--- src/rtl/rtc_pkg.sv ---
package rtc_pkg;
    localparam int NSTAGE = 5;
    localparam int EV_N   = 3;

    typedef enum int {
        EV_TICK = 0,
        EV_SEC  = 1,
        EV_MIN  = 2
    } rtc_ev_e;
endpackage

--- src/rtl/rtc_stage.sv ---
module rtc_stage #(
    parameter int unsigned MOD = 200,
    parameter int          W   = 8
) (
    input  logic         clk,
    input  logic         rst_n,
    input  logic         clr_i,
    input  logic         inc_i,
    output logic [W-1:0] cnt_o,
    output logic         wrap_o
);
    localparam logic [W-1:0] LAST = W'(MOD - 1);

    typedef struct packed {
        logic [W-1:0] cnt;
    } stage_t;

    stage_t st_d, st_q;

    always_comb begin
        st_d = st_q;
        if (clr_i) begin
            st_d.cnt = '0;
        end else if (inc_i) begin
            st_d.cnt = (st_q.cnt == LAST) ? '0 : st_q.cnt + 1'b1;
        end
    end

    always_ff @(posedge clk or negedge rst_n) begin
        if (!rst_n) begin
            st_q <= '0;
        end else begin
            st_q <= st_d;
        end
    end

    assign cnt_o  = st_q.cnt;
    assign wrap_o = inc_i && !clr_i && (st_q.cnt == LAST);
endmodule

--- src/rtl/rtc_irq_ctrl.sv ---
module rtc_irq_ctrl #(
    parameter int N = 3
) (
    input  logic         clk,
    input  logic         rst_n,
    input  logic [N-1:0] evt_i,
    input  logic         mask_we,
    input  logic [N-1:0] mask_wdata,
    input  logic         ack_we,
    input  logic [N-1:0] ack_wdata,
    output logic [N-1:0] status_o,
    output logic         irq_o
);
    typedef struct packed {
        logic [N-1:0] status;
        logic [N-1:0] mask;
    } irq_t;

    irq_t st_d, st_q;
    logic [N-1:0] clr_bits;

    always_comb begin
        st_d     = st_q;
        clr_bits = ack_we ? ack_wdata : '0;
        // new events override a same-cycle acknowledge
        st_d.status = (st_q.status & ~clr_bits) | evt_i;
        if (mask_we) begin
            st_d.mask = mask_wdata;
        end
    end

    always_ff @(posedge clk or negedge rst_n) begin
        if (!rst_n) begin
            st_q <= '0;
        end else begin
            st_q <= st_d;
        end
    end

    assign status_o = st_q.status;
    assign irq_o    = |(st_q.status & st_q.mask);
endmodule

--- src/rtl/rtc_chain_irq.sv ---
module rtc_chain_irq #(
    parameter int unsigned MOD0     = 200,
    parameter int unsigned MOD1     = 60,
    parameter int unsigned MOD2     = 256,
    parameter int unsigned MOD3     = 256,
    parameter int unsigned MOD4     = 32,
    parameter int unsigned TICK_DIV = 2,
    localparam int W0 = $clog2(MOD0),
    localparam int W1 = $clog2(MOD1),
    localparam int W2 = $clog2(MOD2),
    localparam int W3 = $clog2(MOD3),
    localparam int W4 = $clog2(MOD4)
) (
    input  logic          clk,
    input  logic          rst_n,
    input  logic          tb_en,
    input  logic          hold_clr,
    input  logic          mask_we,
    input  logic [2:0]    mask_wdata,
    input  logic          ack_we,
    input  logic [2:0]    ack_wdata,
    output logic [2:0]    status_o,
    output logic          irq_o,
    output logic [W0-1:0] cnt0_o,
    output logic [W1-1:0] cnt1_o,
    output logic [W2-1:0] cnt2_o,
    output logic [W3-1:0] cnt3_o,
    output logic [W4-1:0] cnt4_o
);
    import rtc_pkg::*;

    localparam int          NST = NSTAGE;
    localparam int unsigned MODV [NST] = '{MOD0, MOD1, MOD2, MOD3, MOD4};

    logic [NST-1:0]  wrap;
    logic [EV_N-1:0] evt;
    logic            tick_ev;

    for (genvar g = 0; g < NST; g++) begin : g_stage
        localparam int unsigned M = MODV[g];
        localparam int          W = $clog2(M);
        logic [W-1:0] c;
        logic         inc;

        if (g == 0) begin : g_first
            assign inc = tb_en;
        end else begin : g_next
            assign inc = wrap[g-1];
        end

        rtc_stage #(.MOD(M), .W(W)) u_stg (
            .clk   (clk),
            .rst_n (rst_n),
            .clr_i (hold_clr),
            .inc_i (inc),
            .cnt_o (c),
            .wrap_o(wrap[g])
        );

        case (g)
            0:       begin : g_o0 assign cnt0_o = c; end
            1:       begin : g_o1 assign cnt1_o = c; end
            2:       begin : g_o2 assign cnt2_o = c; end
            3:       begin : g_o3 assign cnt3_o = c; end
            default: begin : g_o4 assign cnt4_o = c; end
        endcase
    end

    assign tick_ev = tb_en && !hold_clr
                     && ((32'(cnt0_o) % TICK_DIV) == (TICK_DIV - 1));

    always_comb begin
        evt          = '0;
        evt[EV_TICK] = tick_ev;
        evt[EV_SEC]  = wrap[0];
        evt[EV_MIN]  = wrap[1];
    end

    rtc_irq_ctrl #(.N(EV_N)) u_irq (
        .clk       (clk),
        .rst_n     (rst_n),
        .evt_i     (evt),
        .mask_we   (mask_we),
        .mask_wdata(mask_wdata),
        .ack_we    (ack_we),
        .ack_wdata (ack_wdata),
        .status_o  (status_o),
        .irq_o     (irq_o)
    );
endmodule

--- config.mk ---
export PLATFORM = sky130hd
export DESIGN_NAME = rtc_chain_irq
export DESIGN_NICKNAME = d
export VERILOG_FILES = /design/src/rtl/rtc_pkg.sv /design/src/rtl/rtc_stage.sv /design/src/rtl/rtc_irq_ctrl.sv /design/src/rtl/rtc_chain_irq.sv
export SDC_FILE = /design/constraint.sdc
export NUM_CORES = 1
export LEC_CHECK = 0
export BUFFER_PORTS_ARGS = -buffer_cell sky130_fd_sc_hd__buf_2
export CORE_AREA = 2 2 54 82
export DETAILED_ROUTE_END_ITERATION = 10
export DIE_AREA = 0 0 56 84
export MAX_ROUTING_LAYER = met4
export PLACE_DENSITY = 0.83
export REMOVE_ABC_BUFFERS = 1
export SYNTH_ARGS = -nofsm -noshare
export SYNTH_HDL_FRONTEND = slang
export SYNTH_HIERARCHICAL = 1
export SYNTH_SLANG_ARGS = --single-unit
--- constraint.sdc ---
create_clock -name clk -period 10.5 [get_ports clk]
set_clock_uncertainty 0.2 [all_clocks]
set_input_delay 1.575 -clock clk [delete_from_list [all_inputs] [get_ports clk]]
set_output_delay 1.575 -clock clk [all_outputs]
set_load 0.01 [all_outputs]
==> impl_metrics.json <==
{
  "crit_end": "g_stage[4].u_stg/cnt_o[3]",
  "grtUsageTotal_pct": 21.28,
  "globalplace.congestion": 0.8483,
  "grtUsageMet3_pct": 4.341,
  "hold_path_startpoint": "u_irq/st_q[2]",
  "cts-resized-gates": 0,
  "drive_above_1_share_pct": 26.84,
  "n_antenna_cell": 0,
  "overflow": 0,
  "grt_pass1_wl_mm": 7.907,
  "slew_violations": 0,
  "r2r-start": "g_stage[0].u_stg/cnt_o[0]",
  "postCtsHoldBufs": 0,
  "antenna_found_initial": 0,
  "io_pins": 51,
  "hpwl_mm": 3.222,
  "grt_pass1_vias": 1819,
  "fin_nets": 289,
  "tritoncts": "built",
  "die_h_um": 84,
  "worstSetupPathType": "in2reg",
  "fmaxAchievable_ghz": 0.1668,
  "critPathSlowestCell": "nor3b_1",
  "tns_ns": 0,
  "r2r_setup_slack_ns": 5.39,
  "clock_path_buffers": 2,
  "cp-end-kind": "flip-flop",
  "syn_area_sq_mm": 0.002250,
  "wl_mm": 4.545,
  "fin_crit_ns": 5.995,
  "post_drt_via_cell_ratio": 5.950,
  "cts_made_buffers": 5,
  "required_ns": 10.51,
  "path_delay_family": "simple AND/OR/NAND/NOR gates",
  "grt_setup_unrepaired": "false",
  "startpoint": "hold_clr",
  "path_cells": "buf_2 -> nand2b_1 -> nor2_1 -> nor3b_1 -> inv_1 -> or2_1 -> nor3_2 -> inv_1 -> or2_1 -> nor3_2 -> nand2b_4 -> or3_1 -> a21oi_1",
  "final_area_sq_mm": 0.002565,
  "power_density_mw_per_mm2": 112.7,
  "core_area_sq_mm": 0.004064,
  "clock_sinks": 41,
  "max_stage_delay_ns": 0.89,
  "slew_headroom_pct": 32.59,
  "wire_per_inst_um": 14.29,
  "grt_max_degree": 42,
  "grt-busiest-layer": "met2",
  "final.fill_count": 357,
  "status": "finished clean",
  "drt_iter0_drc": 78,
  "postCtsSetupBuffers": 0,
  "period_share_pct": 57.10,
  "maxCapViolCount": 0,
  "htreeDepth": 2,
  "syn_area_per_cell_sq_um": 9.954,
  "syn_inst": 226,
  "p_leak_nw": 1.207,
  "hp-class": "reg2reg",
  "reg2regPathDepth": 14,
  "use_met1_pct": 24.67,
  "worstPathArrival_ns": 6.00,
  "die_x_um": 56,
  "rows": 29,
  "start_util_pct": 55.36,
  "root_buffer": "clkbuf_8",
  "via_count": 1892,
  "worst_pin_slew_ns": 1.009,
  "hold_violations": 0,
  "crit_fanout": 40,
  "drt_drc_violations_left": 0,
  "met2_usage_pct": 35.72,
  "r2r_end": "g_stage[4].u_stg/cnt_o[3]",
  "clock_latency_ns": 0.30,
  "setup_viol": 0,
  "syn2layout_area_growth_pct": 14.02,
  "cts.clk_slew.worst_paths_ns": 0.08,
  "start_kind": "input pin",
  "drtPass1Iterations": 4,
  "ys_warn_count": 6,
  "numPortBuffers": 50,
  "die_area_sq_mm": 0.004704,
  "ir_worst_vdd_mv": 0.1123,
  "place_area_sq_mm": 0.002475,
  "worst-path-buf-inv": 3,
  "power_w": 0.0002890,
  "cp.depth": 13,
  "antenna_left": 0
}
[metal layers]
metal  vias up  wire length [um]
met3         4               227
li1        920                 -
met4         0                67
met5         -                 0
met2        59              2283
met1       909              1967
[power breakdown]
group          internal [W]   total, W  switching, W
clock             0.0000471   0.000104     0.0000566
combinational    0.00000755  0.0000196     0.0000121
sequential         0.000161   0.000166    0.00000418
[worst register-to-register path, delay by kind of cell, from the launching register on]
family                   cells  cell delay (ns)
AND/OR/NAND/NOR             10             3.66
flip-flops                   1             0.42
buffers and inverters        2             0.37
adder cells (fa/ha/maj)      1             0.27
AO/OA/AOI/OAI                1             0.12
[layout by cell type (no fill, tap or decap), types with 3 or more instances in the layout]
| cell type | count |
|---|---|
| nand3_2 | 5 |
| ha_1 | 6 |
| nor2b_1 | 3 |
| nand4_1 | 6 |
| inv_1 | 6 |
| nor2_1 | 15 |
| a21oi_1 | 8 |
| o21ai_0 | 10 |
| nand2_1 | 23 |
| dfrtp_1 | 41 |
| a21o_1 | 5 |
| a31oi_1 | 5 |
| buf_2 | 50 |
| xor2_1 | 6 |
| clkbuf_8 | 5 |
| nor3b_1 | 3 |
| or3_1 | 9 |
| mux2i_1 | 5 |
| or2_1 | 3 |
| nand3_1 | 14 |
| nand2b_1 | 3 |
| mux2_1 | 3 |
[state kept, by name, summed over array words and instances, names as in the netlist]
name                 cells
u_irq/st_q               3
u_irq/status_o           3
g_stage.u_stg/cnt_o     35
[worst min-delay path by stage]
stage                    endpoint  slack, ns  cells past startpoint
floorplan           u_irq/st_q[1]       0.26                      1
global placement    u_irq/st_q[2]       0.27                      1
detailed placement  u_irq/st_q[2]       0.28                      1
CTS                 u_irq/st_q[2]       0.30                      1
global route        u_irq/st_q[0]       0.32                      1
finish              u_irq/st_q[2]       0.29                      1
[area by class of cell]
type	count	area [sq um]	share of cell area, %
Multi-Input combinational cell	167	1119	43.61
Clock inverter	3	21.27	0.8293
Sequential cell	41	1026	40.00
Clock buffer	5	68.82	2.683
Timing Repair Buffer	50	250.2	9.756
Inverter	6	22.52	0.8780
Tap cell	46	57.56	2.244
[through the flow]
stage                     utilization (%)  setup slack [ns]  instances  hold WS (ns)
after global placement              60.90             4.392        310        0.2736
after global routing                63.12             4.066        318        0.3248
after CTS                           63.12             4.500        318        0.2980
after detailed placement            60.90             4.221        310        0.2795
after floorplan                         -             5.256        214        0.2577
final                               63.12             4.505        318        0.2944
(Power assumes the default switching activity.)
